## src/rtl/cfg_xact_pkg.sv

```systemverilog
package cfg_xact_pkg;

  localparam int unsigned REG_W    = 32;
  localparam int unsigned MB_OSC_N = 6;

  typedef struct packed {
    logic        start;
    logic        wr;
    logic [3:0]  chan;
    logic [5:0]  func;
    logic [1:0]  rsvd;
    logic [1:0]  site;
    logic [3:0]  pos;
    logic [11:0] dev;
  } ctrl_t;

  localparam logic [REG_W-1:0] CTRL_KEEP = 32'h7FF3_FFFF;

  localparam logic [5:0] FN_OSC      = 6'd1;
  localparam logic [5:0] FN_VOLT     = 6'd2;
  localparam logic [5:0] FN_VIDSEL   = 6'd7;
  localparam logic [5:0] FN_HALT     = 6'd8;
  localparam logic [5:0] FN_RESTART  = 6'd9;
  localparam logic [5:0] FN_DISPMODE = 6'd11;

  localparam logic [1:0] SITE_MAIN = 2'd0;
  localparam logic [1:0] SITE_DTR  = 2'd1;

  localparam logic [REG_W-1:0] MAIN_VOLT = 32'd3300000;

  function automatic logic [REG_W-1:0] main_osc_reset(int unsigned idx);
    case (idx)
      0:       return 32'd50000000;
      1:       return 32'd23750000;
      default: return 32'd24000000;
    endcase
  endfunction

endpackage

```

## src/rtl/cfg_xact_decode.sv

```systemverilog
module cfg_xact_decode
  import cfg_xact_pkg::*;
#(
  parameter int unsigned DB_OSC_N  = 2,
  parameter int unsigned DB_SENS_N = 3,
  parameter logic [DB_SENS_N*REG_W-1:0] DB_SENS_VAL = {32'd1800000, 32'd1000000, 32'd900000},
  parameter int unsigned IDX_W = 3
) (
  input  ctrl_t             job,
  output logic              ok,
  output logic              osc_hit,
  output logic [IDX_W-1:0]  osc_idx,
  output logic [REG_W-1:0]  const_val,
  output logic              halt,
  output logic              restart
);

  logic target_ok;
  logic on_main;
  logic on_dtr;
  logic main_dev0;
  int   dev_i;

  always_comb begin
    dev_i     = int'(job.dev);
    on_main   = (job.site == SITE_MAIN);
    on_dtr    = (job.site == SITE_DTR);
    main_dev0 = on_main && (job.dev == '0);
    target_ok = (job.chan == '0) && (job.pos == '0) && (on_main || on_dtr);
  end

  always_comb begin
    ok        = 1'b0;
    osc_hit   = 1'b0;
    osc_idx   = '0;
    const_val = '0;
    halt      = 1'b0;
    restart   = 1'b0;
    if (target_ok) begin
      case (job.func)
        FN_OSC: begin
          if (on_main && dev_i < int'(MB_OSC_N)) begin
            ok      = 1'b1;
            osc_hit = 1'b1;
            osc_idx = IDX_W'(dev_i);
          end else if (on_dtr && dev_i < int'(DB_OSC_N)) begin
            ok      = 1'b1;
            osc_hit = 1'b1;
            osc_idx = IDX_W'(dev_i + int'(MB_OSC_N));
          end
        end
        FN_VOLT: begin
          if (!job.wr) begin
            if (main_dev0) begin
              ok        = 1'b1;
              const_val = MAIN_VOLT;
            end else if (on_dtr) begin
              for (int s = 0; s < int'(DB_SENS_N); s++) begin
                if (dev_i == s) begin
                  ok        = 1'b1;
                  const_val = DB_SENS_VAL[s*REG_W +: REG_W];
                end
              end
            end
          end
        end
        FN_VIDSEL, FN_DISPMODE: begin
          ok = job.wr && main_dev0;
        end
        FN_HALT: begin
          ok   = job.wr && main_dev0;
          halt = job.wr && main_dev0;
        end
        FN_RESTART: begin
          ok      = job.wr && main_dev0;
          restart = job.wr && main_dev0;
        end
        default: ok = 1'b0;
      endcase
    end
  end

endmodule

```

## src/rtl/cfg_xact_osc_table.sv

```systemverilog
module cfg_xact_osc_table
  import cfg_xact_pkg::*;
#(
  parameter int unsigned DB_OSC_N = 2,
  parameter logic [DB_OSC_N*REG_W-1:0] DB_OSC_INIT = {32'd45000000, 32'd30000000},
  parameter int unsigned IDX_W = 3
) (
  input  logic              clk,
  input  logic              rst_n,
  input  logic              we,
  input  logic [IDX_W-1:0]  idx,
  input  logic [REG_W-1:0]  wdata,
  output logic [REG_W-1:0]  rdata
);

  localparam int unsigned ENTRIES = MB_OSC_N + DB_OSC_N;

  logic [REG_W-1:0] entry_q [ENTRIES];

  for (genvar g = 0; g < ENTRIES; g++) begin : g_entry
    logic             en;
    logic [REG_W-1:0] rst_val;

    if (g < MB_OSC_N) begin : g_main
      assign rst_val = main_osc_reset(g);
    end else begin : g_dtr
      assign rst_val = DB_OSC_INIT[(g-MB_OSC_N)*REG_W +: REG_W];
    end

    assign en = we && (int'(idx) == g);

    always_ff @(posedge clk or negedge rst_n) begin
      if (!rst_n)  entry_q[g] <= rst_val;
      else if (en) entry_q[g] <= wdata;
    end
  end

  always_comb begin
    rdata = '0;
    for (int i = 0; i < int'(ENTRIES); i++) begin
      if (int'(idx) == i) rdata = entry_q[i];
    end
  end

endmodule

```

## src/rtl/cfg_xact_ctrl.sv

```systemverilog
module cfg_xact_ctrl
  import cfg_xact_pkg::*;
#(
  parameter int unsigned ADDR_W    = 8,
  parameter int unsigned DB_OSC_N  = 2,
  parameter logic [DB_OSC_N*REG_W-1:0] DB_OSC_INIT = {32'd45000000, 32'd30000000},
  parameter int unsigned DB_SENS_N = 3,
  parameter logic [DB_SENS_N*REG_W-1:0] DB_SENS_VAL = {32'd1800000, 32'd1000000, 32'd900000}
) (
  input  logic              clk,
  input  logic              rst_n,
  input  logic              bus_wr,
  input  logic [ADDR_W-1:0] bus_addr,
  input  logic [31:0]       bus_wdata,
  output logic [31:0]       bus_rdata,
  output logic              halt_req,
  output logic              restart_req
);

  localparam int unsigned ENTRIES = MB_OSC_N + DB_OSC_N;
  localparam int unsigned IDX_W   = (ENTRIES > 1) ? $clog2(ENTRIES) : 1;
  localparam logic [ADDR_W-1:0] OFF_DATA = ADDR_W'(8'hA0);
  localparam logic [ADDR_W-1:0] OFF_CTRL = ADDR_W'(8'hA4);
  localparam logic [ADDR_W-1:0] OFF_STAT = ADDR_W'(8'hA8);

  logic [REG_W-1:0] data_q, data_d;
  ctrl_t            ctrl_q, ctrl_d;
  logic [1:0]       status_q, status_d;
  logic             pend_q, pend_d;
  logic             halt_q, halt_d;
  logic             restart_q, restart_d;
  logic             data_en, ctrl_en, status_en;

  logic             dec_ok, dec_osc_hit, dec_halt, dec_restart;
  logic [IDX_W-1:0] dec_idx;
  logic [REG_W-1:0] dec_const, osc_rdata, rd_result;
  logic             osc_we;

  cfg_xact_decode #(
    .DB_OSC_N   (DB_OSC_N),
    .DB_SENS_N  (DB_SENS_N),
    .DB_SENS_VAL(DB_SENS_VAL),
    .IDX_W      (IDX_W)
  ) u_decode (
    .job      (ctrl_q),
    .ok       (dec_ok),
    .osc_hit  (dec_osc_hit),
    .osc_idx  (dec_idx),
    .const_val(dec_const),
    .halt     (dec_halt),
    .restart  (dec_restart)
  );

  cfg_xact_osc_table #(
    .DB_OSC_N   (DB_OSC_N),
    .DB_OSC_INIT(DB_OSC_INIT),
    .IDX_W      (IDX_W)
  ) u_osc (
    .clk  (clk),
    .rst_n(rst_n),
    .we   (osc_we),
    .idx  (dec_idx),
    .wdata(data_q),
    .rdata(osc_rdata)
  );

  assign rd_result = dec_osc_hit ? osc_rdata : dec_const;
  assign osc_we    = pend_q && ctrl_q.wr && dec_ok && dec_osc_hit;

  // next state: a completing transaction outranks bus writes to data/status
  always_comb begin
    data_d    = data_q;
    data_en   = 1'b0;
    status_d  = status_q;
    status_en = 1'b0;
    ctrl_d    = ctrl_q;
    ctrl_en   = 1'b0;
    pend_d    = 1'b0;
    halt_d    = 1'b0;
    restart_d = 1'b0;

    if (bus_wr) begin
      case (bus_addr)
        OFF_DATA: begin
          data_d  = bus_wdata;
          data_en = 1'b1;
        end
        OFF_CTRL: begin
          ctrl_d  = ctrl_t'(bus_wdata & CTRL_KEEP);
          ctrl_en = 1'b1;
          pend_d  = bus_wdata[31];
        end
        OFF_STAT: begin
          status_d  = bus_wdata[1:0];
          status_en = 1'b1;
        end
        default: ;
      endcase
    end

    if (pend_q) begin
      status_d  = {~dec_ok, 1'b1};
      status_en = 1'b1;
      data_en   = !ctrl_q.wr && dec_ok;
      data_d    = rd_result;
      halt_d    = dec_halt;
      restart_d = dec_restart;
    end
  end

  always_ff @(posedge clk or negedge rst_n) begin
    if (!rst_n) begin
      data_q    <= '0;
      ctrl_q    <= '0;
      status_q  <= '0;
      pend_q    <= 1'b0;
      halt_q    <= 1'b0;
      restart_q <= 1'b0;
    end else begin
      if (data_en)   data_q   <= data_d;
      if (ctrl_en)   ctrl_q   <= ctrl_d;
      if (status_en) status_q <= status_d;
      pend_q    <= pend_d;
      halt_q    <= halt_d;
      restart_q <= restart_d;
    end
  end

  always_comb begin
    case (bus_addr)
      OFF_DATA: bus_rdata = data_q;
      OFF_CTRL: bus_rdata = ctrl_q;
      OFF_STAT: bus_rdata = {30'd0, status_q};
      default:  bus_rdata = '0;
    endcase
  end

  assign halt_req    = halt_q;
  assign restart_req = restart_q;

endmodule

```

## config.mk

```make
export PLATFORM = sky130hd
export DESIGN_NAME = cfg_xact_ctrl
export DESIGN_NICKNAME = d
export VERILOG_FILES = /design/src/rtl/cfg_xact_pkg.sv /design/src/rtl/cfg_xact_decode.sv /design/src/rtl/cfg_xact_osc_table.sv /design/src/rtl/cfg_xact_ctrl.sv
export SDC_FILE = /design/constraint.sdc
export NUM_CORES = 1
export LEC_CHECK = 0
export CAP_MARGIN = 30
export CORE_MARGIN = 3
export CORE_UTILIZATION = 30
export CTS_CLUSTER_SIZE = 25
export DETAILED_ROUTE_END_ITERATION = 16
export PLACE_DENSITY_LB_ADDON = 0.25
export SYNTH_ARGS = -nofsm -noshare
export SYNTH_HDL_FRONTEND = slang
export SYNTH_HIERARCHICAL = 1
export SYNTH_SLANG_ARGS = --single-unit
```

## constraint.sdc

```tcl
create_clock -name clk -period 7.65 [get_ports clk]
set_input_delay 1.1475 -clock clk [delete_from_list [all_inputs] [get_ports clk]]
set_output_delay 1.1475 -clock clk [all_outputs]
set_load 0.005 [all_outputs]
```

**Word-level counts from Yosys, hierarchy flattened**

Index checks and enable logic that the tools add are counted.
W data, S select, Z words.

- Bitwise operators: 1
- Equal/unequal tests: 19
- Muxes and demuxes: 56
- Magnitude comparators: 2
- $add $sub $neg: 1
- Multipliers: 0
- Reductions and logical operators: 33
- Div/mod/pow operators: 0
- Shift operators: 0

Operator list:

| operator | number |
|---|---|
| $mux W32 | 17 |
| $pmux W32 S3 | 1 |
| $mux W20 | 2 |
| $logic_not A32 Y1 | 1 |
| $mux W1 | 27 |
| $eq A8 B8 Y1 const B | 3 |
| $mux W21 | 1 |
| $eq A6 B4 Y1 const B | 3 |
| $logic_and A1 B1 Y1 | 18 |
| $eq A12 B2 Y1 const B | 1 |
| $eq A12 B3 Y1 const B | 1 |
| $eq A3 B3 Y1 const B | 4 |
| $logic_not A12 Y1 | 1 |
| $lt A12 B2 Y1 const B | 1 |
| $lt A12 B3 Y1 const B | 1 |
| $mux W3 | 4 |
| $reduce_and A3 Y1 | 3 |
| $logic_not A4 Y1 | 2 |
| $eq A3 B2 Y1 const B | 2 |
| $eq A6 B1 Y1 const B | 1 |
| $eq A6 B2 Y1 const B | 1 |
| $eq A6 B3 Y1 const B | 1 |
| $mux W2 | 3 |
| $reduce_bool A2 Y1 | 3 |
| 10 further kinds | 10 |

- Memory bits (writable): 0
- Bits in registers: 322
- Memories: 0
- Bits of input ports: 43
- Latch bits: 0
- Bits in read-only memories: 0
- Word-level logic and storage cells: 131

**Logic depth before layout (Yosys ltp)**

Gate-level depths: netlist (run 1).

- Depth after elaboration: 17
- Gate-level depth with buffers: 13
- Mapped depth without buffers: 10

**Modules after synthesis**

The synthesis (run 1) kept the hierarchy.

By module, submodules not included:

| module | area each (um2) | sequential area each (um2) | instances | cells each |
|---|---|---|---|---|
| cfg_xact_osc_table | 11823.8 | 6512.5 | 1 | 794 |
| cfg_xact_ctrl | 3390.8 | 1651.6 | 1 | 282 |
| cfg_xact_decode | 615.6 | 0.0 | 1 | 86 |

**Worst setup path before layout (run 1)**

No wires, ideal clock.

- Path kind: input port to output port
- From: input port bus_addr[1]
- To: output port bus_rdata[10]
- Cell stages on the path: 5
- Data arrival time: 2786 ps
- Path buffers: 2
- Path slack: 3717 ps
- Cell sequence: or4b_1 buf_2 nor4_2 clkbuf_1 a22o_1

- Word-level cells in the longest chain between the ends: 2
- Elaborated cells on any way between the ends: 4

RTL lines:

| item | line | RTL |
|---|---|---|
| start: declaration | cfg_xact_ctrl.sv:13 | `input logic [ADDR_W-1:0] bus_addr,` |
| $eq A8 B8 Y1 | cfg_xact_ctrl.sv:130 | `case (bus_addr)` |
| $pmux W32 S3 (*) | cfg_xact_ctrl.sv:130 |  |
| end: declaration | cfg_xact_ctrl.sv:15 | `output logic [31:0] bus_rdata,` |

Mark *: on every way between the ends. The rest lies on a longest branch, timed or not.

**Worst setup path in the final report (run 1)**

- From: input port bus_addr[1]
- To: output port bus_rdata[25]

The elaborated chain is that of the path after synthesis.

==> results of run 1 <==
through the flow:
| stage | worst slack, ns | hold slack (ns) | utilization [%] | total power (W) | instances |
|---|---|---|---|---|---|
| floorplan | 3.717 | 0.4495 | - | 0.001863 | 1175 |
| global placement | 2.181 | 0.4623 | 33.05 | 0.001975 | 1845 |
| detailed placement | 2.164 | 0.4735 | 33.18 | 0.001975 | 1848 |
| CTS | 2.144 | 0.4869 | 35.56 | 0.003794 | 1916 |
| global route | 2.008 | 0.5090 | 35.61 | 0.003892 | 1917 |
| finish | 2.206 | 0.4874 | 35.61 | 0.003744 | 1917 |
worst max-delay path by stage:
stage,start,endpoint,slack [ns],cells past startpoint
floorplan,bus_addr[1],bus_rdata[10],3.72,5
global placement,bus_addr[1],bus_rdata[13],2.18,6
detailed placement,bus_addr[1],bus_rdata[28],2.16,6
CTS,bus_addr[1],bus_rdata[28],2.14,6
global route,bus_addr[1],bus_rdata[26],2.01,6
finish,bus_addr[1],bus_rdata[25],2.21,6
report_power, final:
group | internal, W | switching, W | total (W)
combinational | 0.0000657 | 0.0000954 | 0.000161
clock | 0.00109 | 0.000713 | 0.00180
sequential | 0.00173 | 0.0000583 | 0.00178
layout make-up:
cell class	instances	area, um^2	share of cell area [%]
clock buffer	62	1142	6.203
clock inverter	6	86.33	0.4688
multi-input combinational	735	7086	38.47
inverter	7	26.28	0.1427
timing repair buffer	105	1061	5.761
sequential	322	8164	44.33
tap	680	850.8	4.620
registers in the layout (all words and copies together), names as in the netlist:
signal	flops
restart_req	1
status_q	2
ctrl_q	29
u_osc/entry_q	256
pend_q	1
halt_req	1
data_q	32
per-layer routing:
layer,vias to the layer above,global-route usage (%),wire length (um)
li1,4412,-,-
met1,5402,23.79,22210
met5,-,0,0
met4,0,4.406,1030
met2,203,25.10,20750
met3,56,2.390,1737
worst max-delay path, delay by kind of cell:
family | cells | cell delay, ns
AND/OR/NAND/NOR | 2 | 1.57
buffers and inverters | 3 | 1.34
AO/OA/AOI/OAI | 1 | 0.22
==> out/qor.txt, run 1 <==
Status - complete, no violations
Grt total ovfl - 0
RSZ-0062 raised after global routing - no
Via count - 10,070
Slew headroom - 32.71%
Hold Path End - u_osc/entry_q[102]$_DFFE_PN0P_
Sink Count - 322
WP data required - 6.50 ns
Root Buffer - clkbuf_16
Area grow syn2layout - 16.36%
Starting density of the core - 30.60%
Area after DPL - 17,160 um^2
Hold WC Path Type - reg -> reg
WHS Path Cells - 1
Iter 0 DRT Violations - 724
Die span in x - 235.7 um
Cts-stage hold buffer count - 0
Syn_area_per_cell - 13.63 um^2
Clock Latency Late Sink - 0.53 ns
IO Port Bufs - 76
Layout fillers - 5,064
CTS buffer count - 37
Mapped Cells - 1,161
Pre-antenna DRT Iters - 5
Most common cell after layout, fill and taps aside - mux2_2
Number of hold violations in the final report - 0
Post-Route Skew - 0.01785 ns
RePlAce Congestion - 0.7501
Core outline area - 51,720 um^2
Largest net degree at the start of global routing - 130
Die Ht - 235.7 um
Cell Area, Synth - 15,830 um^2
Nets - 1,251
Critical setup path kind - in -> out
# setup viols final - 0
CP Max Fanout - 19
Post-layout min period - 5.444 ns
Worst IR Drop VDD - 0.0001053 V
Vias in the first global route - 10,380
Fmax - 0.1837 GHz
Antenna fix cells - 0
Dpl hpwl - 27.81 mm
Crit path max-delay cell type - nor3_2
# Post-CTS Setup Buffers - 0
Worst r2r dst - u_osc/entry_q[102]$_DFFE_PN0P_
YS warnings - 6
Leakage power - 7.943 nW
CTS tree - built
GRT Util Overall - 16.26%
Post-DRT Antenna Nets - 0
Pwr Density - 203.3 nW/um^2
# rows - 83
Routed WL per cell - 23.86 um
Number of max-cap violations - 0
Setup crit start kind - primary input
Clk slew on worst S/H paths - 0.06 ns
Highest cell delay on the worst timing path - 0.82 ns
Final Slew Violations - 0
Fraction of layout cells with a size suffix above 1 - 42.52%
Setup TNS - 0 ns
Worst path cell trace - clkdlybuf4s50_1, or4b_1, nor3_2, buf_4, a22o_1, clkdlybuf4s50_1
Worst-Margin Slew - 1.009 ns
Most frequent cells in the layout - mux2_2 (290), dfrtp_1 (237), dfstp_2 (85), clkdlybuf4s50_1 (75), mux2i_1 (57)
Critical Path AT - 4.30 ns
Worst R2R Setup Slack - 2.77 ns
Vias per inst - 5.255
Most used cell, CP - clkdlybuf4s50_1
CP Capture Type - primary output
Cell count of the worst reg-to-reg path - 10
Post-CTS resize count - 0
DRC violations left - 0
Worst reg2reg path startpoint - ctrl_q[11]$_DFFE_PN0P_
Cell area after layout - 18,420 um^2
First-pass GRT wire length - 69.40 mm
Final period util - 71.16%
# IOs - 77
Hold_sp - u_osc/entry_q[102]$_DFFE_PN0P_
Final WL - 45.74 mm
Area of the die - 55,550 um^2
Clock Path Buffers - 3
Antenna violations before repair - 1
Htree depth - 2
Note: power is estimated with default switching activity, not from simulation.
==> run 2: changes to the inputs <==
- clock period: 7.65 -> 4.83 ns (I/O delays scaled with it)
==> run 2 against run 1 <==
  * Final area up 1.1%
  * Clock skew is 0.0018 ns higher
  * Register-to-register slack got worse by 2.0 ns
  * Sequential power grew 58%
  * Wire length about the same
  * Flip-flop and latch count unchanged
  * Die area is the same
  * Critical path type is now reg -> reg
  * Largest cell class unchanged
==> out/qor.txt, run 2 (same netlist as run 1, synthesis figures left out) <==
Area after DPL - 17,400 um^2 (+1.4%)
Register with the most flip-flops - u_osc/entry_q
Via count - 10,120 (+0.43%)
CP Buf/Inv Count - 2 (-1)
Cts-stage hold buffer count - 0 (unchanged)
Hold WC Path Type - in -> async
Clock Path Buffers - 3 (unchanged)
Htree depth - 2 (unchanged)
Dpl hpwl - 28.84 mm (+3.7%)
RSZ-0062 raised after global routing - no
Vias in the first global route - 10,570 (+1.8%)
Iter 0 DRT Violations - 671 (-7.3%)
Core outline area - 51,720 um^2 (unchanged)
DRC violations left - 0 (unchanged)
Critical Path AT - 4.45 ns (+0.15 ns)
Clock Latency Late Sink - 0.53 ns (about the same)
Root Buffer - clkbuf_16
Worst reg2reg path startpoint - ctrl_q[22]$_DFFE_PN0P_
RePlAce Congestion - 0.7434 (-0.89%)
CP top delay family - simple AND/OR/NAND/NOR gates
Die span in x - 235.7 um (unchanged)
Antenna violations before repair - 0 (-1)
# setup viols final - 0 (unchanged)
Setup crit start kind - flop
Post-DRT Antenna Nets - 0 (unchanged)
Post-CTS resize count - 0 (unchanged)
Biggest regs - u_osc/entry_q x256, data_q x32, ctrl_q x29
Met1 wire length - 21.43 mm (-3.5%)
Die Ht - 235.7 um (unchanged)
First-pass GRT wire length - 69.55 mm (+0.21%)
Cell area after layout - 18,620 um^2 (+1.1%)
Grt total ovfl - 0 (unchanged)
WP data required - 5.24 ns (-1.26 ns)
CP startpoint - ctrl_q[22]$_DFFE_PN0P_
# Post-CTS Setup Buffers - 0 (unchanged)
# rows - 83 (unchanged)
Final period util - 83.77%
Sink Count - 322 (unchanged)
Starting density of the core - 30.60% (unchanged)
Antenna fix cells - 0 (unchanged)
Critical setup path kind - reg -> reg
Routed WL per cell - 23.54 um (-1.3%)
Pre-antenna DRT Iters - 5 (unchanged)
Fmax - 0.2471 GHz
CP Max Fanout - 87 (+68)
Area grow syn2layout - 17.64%
Post-layout min period - 4.046 ns
Final WL - 45.74 mm (about the same)
Most common cell after layout, fill and taps aside - mux2_2
Fraction of layout cells with a size suffix above 1 - 44.10% (+1.6 points)
Vias per inst - 5.206 (-0.92%)
Nets - 1,278 (+2.2%)
Number of hold violations in the final report - 0 (unchanged)
Setup TNS - 0 ns (unchanged)
Largest net degree at the start of global routing - 117 (-10%)
Max reg flops - 256 (unchanged)
Clk slew on worst S/H paths - 0.06 ns (about the same)
Layout fillers - 5,104 (+0.79%)
Status - complete, no violations
Area of the die - 55,550 um^2 (unchanged)
WL met2 - 21.82 mm (+5.2%)
GRT Util Overall - 16.31% (+0.048 points)
Crit path max-delay cell type - nor4_2
# IOs - 77 (unchanged)
Worst path cell trace - nor4_2, nand2_1, or3_1, nor3_2, buf_12, nand2b_4, or2_2, buf_4, mux2_2
CTS tree - built
Post-Route Skew - 0.01970 ns (+0.001841 ns)
Number of max-cap violations - 0 (unchanged)
Most frequent cells in the layout - mux2_2 (290), dfrtp_1 (237), dfstp_2 (85), clkdlybuf4s50_1 (75), mux2i_1 (57)
Worst R2R Setup Slack - 0.78 ns (-1.99 ns)
Slew headroom - 34.26% (+1.5 points)
CP Capture Type - flop
CTS buffer count - 36 (-2.7%)
Wire length on met3 - 1.458 mm (-16%)
Max Used Layer - met4
Leakage power - 8.086 nW (+1.8%)
IO Port Bufs - 76 (unchanged)
Final Slew Violations - 0 (unchanged)
Worst-Margin Slew - 0.9862 ns (-0.02319 ns)
Highest cell delay on the worst timing path - 0.72 ns (-0.10 ns)
Pwr Density - 316.9 nW/um^2 (+56%)
Worst IR Drop VDD - 0.0002518 V (+140%)
run 2: changes by cell type in the layout (fill, tap and decap cells not counted), sizes merged:
cell,change
inv,-1
clkbuf,-6
clkinv,+5
buf,+28
run 2: layout make-up:
type / count / area (um^2) / area share (%)
inverters: 7 / 26.28 / 0.1411
clock inverters: 10 / 113.9 / 0.6116
well taps: 680 / 850.8 / 4.570
clock buffers: 56 / 1099 / 5.901
multi-input cells: 735 / 7086 / 38.06
repair buffers: 133 / 1279 / 6.868
flip-flops and latches: 322 / 8164 / 43.85
run 2: final timing paths:
check	endpoint	cells after the start
min in group clk	u_osc/entry_q[230]$_DFFE_PN0P_	1
worst min-delay path	data_q[1]$_DFFE_PN0P_	1
worst min register to register	u_osc/entry_q[230]$_DFFE_PN0P_	1
max in group asynchronous	u_osc/entry_q[15]$_DFFE_PN1P_	2
worst max register to register	u_osc/entry_q[131]$_DFFE_PN0P_	9
worst max-delay path	u_osc/entry_q[131]$_DFFE_PN0P_	9
run 2: through the flow:
stage / util [%] / setup WS, ns / hold WS (ns) / power [W] / instances
after floorplan: - / 1.472 / 0.4289 / 0.002950 / 1175
after global placement: 33.65 / 0.8117 / 0.4608 / 0.003136 / 1876
after detailed placement: 33.65 / 0.7878 / 0.4734 / 0.003139 / 1876
after CTS: 35.99 / 0.7758 / 0.2993 / 0.005980 / 1942
after global routing: 36.00 / 0.5649 / 0.3280 / 0.006109 / 1943
final: 36.00 / 0.7838 / 0.2554 / 0.005899 / 1943
run 2: power breakdown:
part | total (W) | switching, W | internal (W)
clock | 0.00281 | 0.00113 | 0.00168
sequential | 0.00282 | 0.0000836 | 0.00273
combinational | 0.000270 | 0.000162 | 0.000108
total | 0.00590 | 0.00138 | 0.00452
run 2: metal layers:
layer / GRT usage (%) / vias to the layer above
met1: 22.90 / 5397
met4: 4.443 / 0
met2: 26.50 / 194
met5: 0 / -
li1: - / 4469
met3: 2.156 / 56
